--- src/rtl/irq_ctrl_pkg.sv ---
`timescale 1ns/1ps
package irq_ctrl_pkg;
    typedef enum logic [1:0] {
        ST_IDLE = 2'd0,
        ST_WAIT = 2'd1,
        ST_TAKE = 2'd2
    } take_state_e;

    localparam logic [1:0] CSR_PEND = 2'd0;
    localparam logic [1:0] CSR_MASK = 2'd1;
    localparam logic [1:0] CSR_ENAB = 2'd2;
    localparam logic [1:0] CSR_BASE = 2'd3;
endpackage

--- src/rtl/irq_pending_bank.sv ---
`timescale 1ns/1ps
module irq_pending_bank #(
    parameter int N = 32
) (
    input  logic         clk,
    input  logic         rst_n,
    input  logic [N-1:0] lines_i,
    input  logic [N-1:0] clr_i,
    output logic [N-1:0] pend_o,
    output logic [N-1:0] lines_high_o
);
    for (genvar i = 0; i < N; i++) begin : g_bit
        logic pend_q;
        logic high_q;

        always_ff @(posedge clk) begin
            if (!rst_n) begin
                pend_q <= 1'b0;
                high_q <= 1'b0;
            end else begin
                // a high line always wins over a software clear
                pend_q <= lines_i[i] | (pend_q & ~clr_i[i]);
                high_q <= lines_i[i];
            end
        end

        assign pend_o[i]       = pend_q;
        assign lines_high_o[i] = high_q;
    end
endmodule

--- src/rtl/irq_csr_file.sv ---
`timescale 1ns/1ps
module irq_csr_file
    import irq_ctrl_pkg::*;
#(
    parameter int N         = 32,
    parameter int XLEN      = 32,
    parameter int BASE_ZERO = 8
) (
    input  logic            clk,
    input  logic            rst_n,
    input  logic            we_i,
    input  logic [1:0]      addr_i,
    input  logic [XLEN-1:0] wdata_i,
    input  logic            take_fire_i,
    input  logic            eret_i,
    input  logic [N-1:0]    pend_i,
    output logic [N-1:0]    mask_o,
    output logic [1:0]      en_o,
    output logic [XLEN-1:0] base_o,
    output logic [XLEN-1:0] rdata_o
);
    localparam logic [XLEN-1:0] BASE_KEEP = {XLEN{1'b1}} << BASE_ZERO;

    logic [N-1:0]    mask_q;
    logic [1:0]      en_q;
    logic [XLEN-1:0] base_q;
    logic [XLEN-1:0] pend_ext;
    logic [XLEN-1:0] mask_ext;

    if (N < XLEN) begin : g_pad
        assign pend_ext = {{(XLEN-N){1'b0}}, pend_i};
        assign mask_ext = {{(XLEN-N){1'b0}}, mask_q};
    end else begin : g_full
        assign pend_ext = pend_i;
        assign mask_ext = mask_q;
    end

    always_ff @(posedge clk) begin
        if (!rst_n) begin
            mask_q <= '0;
            base_q <= '0;
        end else if (we_i) begin
            if (addr_i == CSR_MASK) mask_q <= wdata_i[N-1:0];
            if (addr_i == CSR_BASE) base_q <= wdata_i & BASE_KEEP;
        end
    end

    // enable priority: take, then restore, then software write
    always_ff @(posedge clk) begin
        if (!rst_n)                           en_q <= 2'b00;
        else if (take_fire_i)                 en_q <= {en_q[0], 1'b0};
        else if (eret_i)                      en_q <= {1'b0, en_q[1]};
        else if (we_i && addr_i == CSR_ENAB)  en_q <= wdata_i[1:0];
    end

    always_comb begin
        unique case (addr_i)
            CSR_PEND: rdata_o = pend_ext;
            CSR_MASK: rdata_o = mask_ext;
            CSR_ENAB: rdata_o = {{(XLEN-2){1'b0}}, en_q};
            default:  rdata_o = base_q;
        endcase
    end

    assign mask_o = mask_q;
    assign en_o   = en_q;
    assign base_o = base_q;
endmodule

--- src/rtl/irq_take_fsm.sv ---
`timescale 1ns/1ps
module irq_take_fsm
    import irq_ctrl_pkg::*;
#(
    parameter int N      = 32,
    parameter int XLEN   = 32,
    parameter int EXC_ID = 6
) (
    input  logic            clk,
    input  logic            rst_n,
    input  logic            en_live_i,
    input  logic [N-1:0]    pend_i,
    input  logic [N-1:0]    mask_i,
    input  logic            boundary_i,
    input  logic [XLEN-1:0] cur_pc_i,
    input  logic [XLEN-1:0] base_i,
    output logic            take_fire_o,
    output logic            take_o,
    output logic [XLEN-1:0] ret_addr_o,
    output logic [XLEN-1:0] redirect_o
);
    localparam logic [XLEN-1:0] VEC_OFF = XLEN'(EXC_ID) << 5;

    take_state_e state_q, state_d;
    logic        serviceable;
    logic        fire;

    assign serviceable = en_live_i && (|(pend_i & mask_i));

    always_comb begin
        state_d = state_q;
        fire    = 1'b0;
        unique case (state_q)
            ST_IDLE, ST_WAIT: begin
                if (serviceable && boundary_i) begin
                    state_d = ST_TAKE;
                    fire    = 1'b1;
                end else if (serviceable) begin
                    state_d = ST_WAIT;
                end else begin
                    state_d = ST_IDLE;
                end
            end
            ST_TAKE: state_d = ST_IDLE;
            default: state_d = ST_IDLE;
        endcase
    end

    always_ff @(posedge clk) begin
        if (!rst_n) state_q <= ST_IDLE;
        else        state_q <= state_d;
    end

    always_ff @(posedge clk) begin
        if (!rst_n) begin
            ret_addr_o <= '0;
            redirect_o <= '0;
        end else if (fire) begin
            ret_addr_o <= cur_pc_i;
            redirect_o <= base_i + VEC_OFF;
        end
    end

    assign take_fire_o = fire;
    assign take_o      = (state_q == ST_TAKE);
endmodule

--- src/rtl/irq_redirect_ctrl.sv ---
`timescale 1ns/1ps
module irq_redirect_ctrl
    import irq_ctrl_pkg::*;
#(
    parameter int N       = 32,
    parameter int XLEN    = 32,
    parameter int EXC_ID  = 6,
    parameter int RET_GPR = 30
) (
    input  logic            clk,
    input  logic            rst_n,
    input  logic [N-1:0]    irq_lines,
    input  logic            insn_boundary,
    input  logic [XLEN-1:0] cur_pc,
    input  logic            eret_restore,
    input  logic            csr_we,
    input  logic [1:0]      csr_addr,
    input  logic [XLEN-1:0] csr_wdata,
    output logic [XLEN-1:0] csr_rdata,
    output logic            take,
    output logic [XLEN-1:0] ret_addr,
    output logic [4:0]      ret_gpr,
    output logic [XLEN-1:0] redirect_pc,
    output logic [N-1:0]    lines_high
);
    logic [N-1:0]    pend_q;
    logic [N-1:0]    pend_clr;
    logic [N-1:0]    mask_q;
    logic [1:0]      en_q;
    logic [XLEN-1:0] base_q;
    logic            take_fire;

    assign pend_clr = (csr_we && csr_addr == CSR_PEND) ? csr_wdata[N-1:0] : '0;

    irq_pending_bank #(.N(N)) u_pend (
        .clk          (clk),
        .rst_n        (rst_n),
        .lines_i      (irq_lines),
        .clr_i        (pend_clr),
        .pend_o       (pend_q),
        .lines_high_o (lines_high)
    );

    irq_csr_file #(.N(N), .XLEN(XLEN), .BASE_ZERO(8)) u_csr (
        .clk         (clk),
        .rst_n       (rst_n),
        .we_i        (csr_we),
        .addr_i      (csr_addr),
        .wdata_i     (csr_wdata),
        .take_fire_i (take_fire),
        .eret_i      (eret_restore),
        .pend_i      (pend_q),
        .mask_o      (mask_q),
        .en_o        (en_q),
        .base_o      (base_q),
        .rdata_o     (csr_rdata)
    );

    irq_take_fsm #(.N(N), .XLEN(XLEN), .EXC_ID(EXC_ID)) u_fsm (
        .clk         (clk),
        .rst_n       (rst_n),
        .en_live_i   (en_q[0]),
        .pend_i      (pend_q),
        .mask_i      (mask_q),
        .boundary_i  (insn_boundary),
        .cur_pc_i    (cur_pc),
        .base_i      (base_q),
        .take_fire_o (take_fire),
        .take_o      (take),
        .ret_addr_o  (ret_addr),
        .redirect_o  (redirect_pc)
    );

    assign ret_gpr = 5'(RET_GPR);
endmodule

--- config.mk ---
export PLATFORM = sky130hd
export DESIGN_NAME = irq_redirect_ctrl
export DESIGN_NICKNAME = d
export VERILOG_FILES = /design/src/rtl/irq_ctrl_pkg.sv /design/src/rtl/irq_pending_bank.sv /design/src/rtl/irq_csr_file.sv /design/src/rtl/irq_take_fsm.sv /design/src/rtl/irq_redirect_ctrl.sv
export SDC_FILE = /design/constraint.sdc
export NUM_CORES = 1
export LEC_CHECK = 0
export BUFFER_PORTS_ARGS = -buffer_cell sky130_fd_sc_hd__buf_2
export CORE_ASPECT_RATIO = 0.7
export CORE_MARGIN = 2
export CORE_UTILIZATION = 48
export CTS_BUF_LIST = sky130_fd_sc_hd__clkbuf_8
export DETAILED_ROUTE_END_ITERATION = 6
export GPL_TIMING_DRIVEN = 1
export HOLD_SLACK_MARGIN = 0.12
export PLACE_DENSITY = 0.79
export SLEW_MARGIN = 15
export SYNTH_ARGS = -nofsm -noshare
export SYNTH_HDL_FRONTEND = slang
export SYNTH_SLANG_ARGS = --single-unit
--- constraint.sdc ---
create_clock -name clk -period 1.7 [get_ports clk]
set_input_delay 0.085 -clock clk [delete_from_list [all_inputs] [get_ports clk]]
set_output_delay 0.085 -clock clk [all_outputs]
set_load 0.02 [all_outputs]
* Yosys cells after proc, flatten, opt, wreduce, memory -nomap -nowiden
Index checks and enable logic that the tools add are counted.
Cells by class: add/subtract/negate cells 1, multipliers 0, div/mod/pow operators 0, magnitude comparators 0, equal/unequal tests 5, shift operators 0, multiplexer cells 9, bitwise operators 99, reductions and logical operators 15
Operators with widths (count):
- $pmux W32 S3 | 1
- $not A1 Y1 | 34
- $add A32 B8 Y32 const B | 1
- $and A1 B1 Y1 | 32
- $and A32 B32 Y32 | 1
- $mux W32 | 1
- $or A1 B1 Y1 | 32
- $reduce_or A32 Y1 | 1
- $mux W2 | 4
- $eq A2 B2 Y1 const B | 3
- $reduce_and A2 Y1 | 3
- $eq A2 B1 Y1 const B | 2
- $logic_and A1 B1 Y1 | 4
- $logic_not A2 Y1 | 2
- $reduce_or A2 Y1 | 2
- $mux W1 | 3
- $reduce_bool A3 Y1 | 1
- $reduce_or A3 Y1 | 1
- $reduce_bool A2 Y1 | 1
Storage, ports and cells: bits in registers 188, bits in latches 0, bits in writable memories 0, memory bits (read-only) 0, logic and storage cells 201, memories 0

* Logic depth before layout (Yosys ltp)
depth in word-level cells 7, gate-level depth with buffers 8, gate-level depth less buffers 5

* Modules after synthesis
From an unflattened synthesis, not the netlist that was laid out.
Second synthesis, totals: cell total of the unflattened synthesis 1043, area total of the unflattened synthesis 9400.3 sq um
By module, submodules not included:
- irq_take_fsm | instances 1, cells an instance 395, area an instance 3335.7 sq um, sequential area each 1321.3 sq um
- irq_csr_file | instances 1, cells an instance 369, area an instance 2927.8 sq um, sequential area each 1161.1 sq um
- irq_pending_bank | instances 1, cells an instance 231, area an instance 2481.1 sq um, sequential area each 1281.2 sq um
- irq_redirect_ctrl | instances 1, cells an instance 48, area an instance 655.6 sq um, sequential area each 0.0 sq um

* Least setup slack after synthesis
No wires, ideal clock.
path kind reg2reg, from register u_pend.g_bit[27].pend_q, to register u_fsm.redirect_o[7], setup time 115 ps, data arrival time 1542 ps, required time 1585 ps, slack 44 ps, stages on the path, launching flop included 9, clock period less this slack 1656 ps, cell sequence dfxtp_1 a22oi_1 nand4_1 nor4_2 nor4bb_1 clkbuf_1 buf_6 buf_6 o21a_1
Between the ends: cells in the longest elaborated chain, start to end 6
RTL lines:
- from (decl) | line irq_pending_bank.sv:13 | logic pend_q;
- from (signal assigned) | line irq_pending_bank.sv:22 | pend_q <= lines_i[i] | (pend_q & ~clr_i[i]);
- $and A32 B32 Y32 | line irq_take_fsm.sv:28 | assign serviceable = en_live_i && (|(pend_i & mask_i));
- $reduce_or A32 Y1 | line irq_take_fsm.sv:28
- $logic_and A1 B1 Y1 | line irq_take_fsm.sv:28
- $logic_and A1 B1 Y1 | line irq_take_fsm.sv:35 | if (serviceable && boundary_i) begin
- $mux W1 | line irq_take_fsm.sv:35
- $mux W1 | line irq_take_fsm.sv:33 | unique case (state_q)
- to (signal assigned) | line irq_take_fsm.sv:60 | redirect_o <= base_i + VEC_OFF;
- to (decl) | line irq_take_fsm.sv:20 | output logic [XLEN-1:0] redirect_o
Every way passes these cells. A chain may end at the register's enable or synchronous reset.

* Worst setup path in the final report
from register u_pend.g_bit[13].pend_q, to register u_fsm.ret_addr_o[18]
Between the ends: cells in the longest elaborated chain, start to end 6
RTL lines:
- from (decl) | line irq_pending_bank.sv:13
- from (signal assigned) | line irq_pending_bank.sv:22
- $and A32 B32 Y32 | line irq_take_fsm.sv:28
- $reduce_or A32 Y1 | line irq_take_fsm.sv:28
- $logic_and A1 B1 Y1 | line irq_take_fsm.sv:28
- $logic_and A1 B1 Y1 | line irq_take_fsm.sv:35
- $mux W1 | line irq_take_fsm.sv:35
- $mux W1 | line irq_take_fsm.sv:33
- to (signal assigned) | line irq_take_fsm.sv:59 | ret_addr_o <= cur_pc_i;
- to (decl) | line irq_take_fsm.sv:19 | output logic [XLEN-1:0] ret_addr_o,
Every way passes these cells.

==> impl_metrics.json <==
{
  "cp.arrival_ps": 2230,
  "final_nets": 1301,
  "yosysTopAreaCellShare_pct": 47.5,
  "yosysWarnings": 0,
  "antenna_cells": 0,
  "synthCells": 859,
  "routed_wl_um": 25000,
  "yosys-top-cells-area": "dfxtp_1 (48%), nand2_1 (13%), mux2i_1 (8.7%)",
  "cts_max_path_buffers": 2,
  "p_leak_nw": 4.75,
  "highest_layer": "met4",
  "r2r_start": "u_pend.g_bit[13].pend_q$_SDFF_PN0_",
  "drcViolationCount": 0,
  "dieWidth_um": 155,
  "grt.overflow.total": 0,
  "synth_seq_cells": 181,
  "area_growth_pct": 42.7,
  "finalWorstSetupSlack_ps": -137,
  "crit_start": "u_pend.g_bit[13].pend_q$_SDFF_PN0_",
  "hp-start": "csr_we",
  "cp-start-kind": "register",
  "fp-row-count": 38,
  "r2r_cells": 7,
  "h-tree-depth": 4,
  "finalHoldViolations": 0,
  "ys.flop_type": "dfxtp_1",
  "cp.required_ps": 2090,
  "hold_depth": 4,
  "hpwl_um": 15500,
  "cts_tree": "done",
  "avgSynthCellArea_um2": 8.87,
  "start_util_pct": 49.2,
  "seq_area_frac_synth_pct": 47.5,
  "maxCapViolCount": 0,
  "timing.hold.ws_ps": 155,
  "grt_pass1_wl_um": 38500,
  "period_minus_slack_ps": 1840,
  "violations": "negative setup slack",
  "timing.fmax_ghz": 0.544,
  "grt_setup_unrepaired": "yes",
  "dr_wl_met3_um": 2120,
  "yosysUniqueCellTypes": 28,
  "vias_per_cell": 5.24,
  "outcome": "complete, but fails checks",
  "p_switching_w": 0.00259,
  "p_comb_share_pct": 14.6,
  "final_core_utilization_pct": 70.2,
  "grt_start_max_net_pins": 72,
  "tns_ps": -4660,
  "drtIter0Drc": 574,
  "p_int_w": 0.00644,
  "die_y_um": 109,
  "drt_pass1_iterations": 6,
  "synth_area_um2": 7620,
  "die_area_um2": 16900,
  "grt_use_total_pct": 29.4,
  "cts_buffers": 17,
  "hold_path.class": "primary input to register",
  "clock_skew_ps": 16.9,
  "synth-async-reset-ratio_pct": 0,
  "power-per-cell-area_nw_per_um2": 831,
  "synth-edff-count": 0,
  "crit_type": "register to register",
  "fin_crit_sh_pct": 108,
  "slew_violations": 0,
  "cts.clk_slew.worst_paths_ps": 110,
  "wl_per_cell_um": 17.7,
  "antenna_left": 0,
  "crit_fanout": 7,
  "route.layer.met1.wl_um": 10900,
  "fin_area_um2": 10900,
  "cts.sinks": 181,
  "seq_power_share_pct": 49.6,
  "worstMarginPinSlew_ps": 537,
  "drive_gt1_share_pct": 31.4,
  "num_vias": 7397,
  "routabilityCongestion": 0.860,
  "p_clk_share_pct": 35.8,
  "placed_area_um2": 9200,
  "synth_most_common_cell": "nand2_1",
  "wl_met2_um": 11200,
  "irDropWorstVdd_uv": 568,
  "grt_pass1_vias": 7335,
  "cp-end-kind": "register",
  "synth_top_cell_by_area": "dfxtp_1",
  "p_sw_share_pct": 28.7,
  "slew_headroom_pct": 64.2,
  "cts_root_buffer": "clkbuf_8",
  "fp.coreArea_um2": 15500,
  "port_buffers": 225,
  "ios": 237,
  "setup_violations": 58,
  "antenna_found_initial": 0,
  "clock_latency_ps": 480,
  "synthTopCellsByCount": "nand2_1 (261), dfxtp_1 (181), mux2i_1 (66)"
}
==> cell families (layout without fill, tap and decap cells) <==
logic type,Yosys count,count (layout),synth area share (%)
AOI/OAI and AO/OA,133,133,12.4
DFF,181,181,47.5
muxes,90,90,12.2
other,2,11,0.0985
and+or+nand+nor,350,350,20.1
buffers and inverters,103,446,7.70
==> layer usage <==
| metal | vias to the layer above | track usage (%) |
|---|---|---|
| met3 | 70 | 7.13 |
| met5 | - | 0 |
| met4 | 0 | 11.8 |
| met2 | 376 | 47.3 |
| li1 | 3462 | - |
| met1 | 3489 | 38.5 |
==> sequential cells by signal, summed over array words and instances, names as in the netlist <==
register	count
u_fsm.redirect_o	25
u_fsm.ret_addr_o	32
u_pend.g_bit.high_q	32
u_csr.base_o	24
u_pend.g_bit.pend_q	32
u_fsm.state_q	2
u_csr.mask_o	32
u_csr.en_o	2
==> path summary, 6_finish.rpt <==
kind | to | slack [ps]
hold reg to reg | u_fsm.redirect_o[23]$_SDFFE_PN0P_ | 460
setup / recovery | u_fsm.ret_addr_o[18]$_SDFFE_PN0P_ | -140
setup reg to reg | u_fsm.ret_addr_o[18]$_SDFFE_PN0P_ | -140
hold / removal | u_csr.mask_o[3]$_SDFFE_PN0P_ | 160
==> critical path: stages, from the launching register on <==
cell and delay, ps:
dfxtp_1 340, a22oi_2 240, nand4_1 200, nor4_4 360, nor4bb_4 100, buf_12 160
buf_6 140, mux2i_1 200
==> area by class of cell <==
cell class,count,area [µm²]
clock inverter,15,204
clock buffer,17,234
sequential,181,3630
timing repair buffer,414,3040
tap,200,250
fill,1133,4620
multi-input combinational,584,3520
==> power by group through the flow <==
stage	Combinational (W)	Clock (W)	Sequential, W
global route	0.00140	0.00343	0.00450
finish	0.00132	0.00324	0.00448
CTS	0.00127	0.00326	0.00447
detailed placement	0.00106	0	0.00456
floorplan	0.000610	0	0.00455
global placement	0.00105	0	0.00456
==> cell usage in the layout (no fill, tap or decap), types with 3 or more instances in the layout <==
cell | netlist | layout
inv_6 | 0 | 3
a22oi_2 | 0 | 8
a21oi_1 | 32 | 32
a22oi_1 | 16 | 8
buf_2 | 10 | 224
nand2_1 | 261 | 261
clkbuf_8 | 0 | 17
a22o_1 | 24 | 24
mux2i_1 | 66 | 65
and2_1 | 34 | 34
buf_4 | 44 | 61
a21boi_0 | 56 | 56
conb_1 | 2 | 11
mux2_2 | 24 | 24
nand4_1 | 4 | 4
dlygate4sd3_1 | 0 | 112
dfxtp_1 | 181 | 173
dfxtp_2 | 0 | 8
o21ai_0 | 3 | 3
nor2_1 | 8 | 6
inv_8 | 0 | 6
nor2b_1 | 34 | 34
buf_12 | 0 | 13
==> what timing repair did <==
item | CTS | global route
endpoints found under the hold margin | 163 | 0
hold buffers | 112 | 0
buffers inserted | 1 | 2
cloned | 0 | 1
setup endpoints to repair | 61 | 62
pin swaps | 5 | 6
resized for setup | 11 | 10
==> through the flow <==
stage	std cells	power (W)	worst slack, ps
floorplan	868	0.00516	43.7
global placement	1265	0.00561	-346
detailed placement	1265	0.00562	-406
CTS	1410	0.00900	-90.0
global route	1411	0.00933	-154
finish	1411	0.00904	-137
Power figures use the tool's default switching activity.
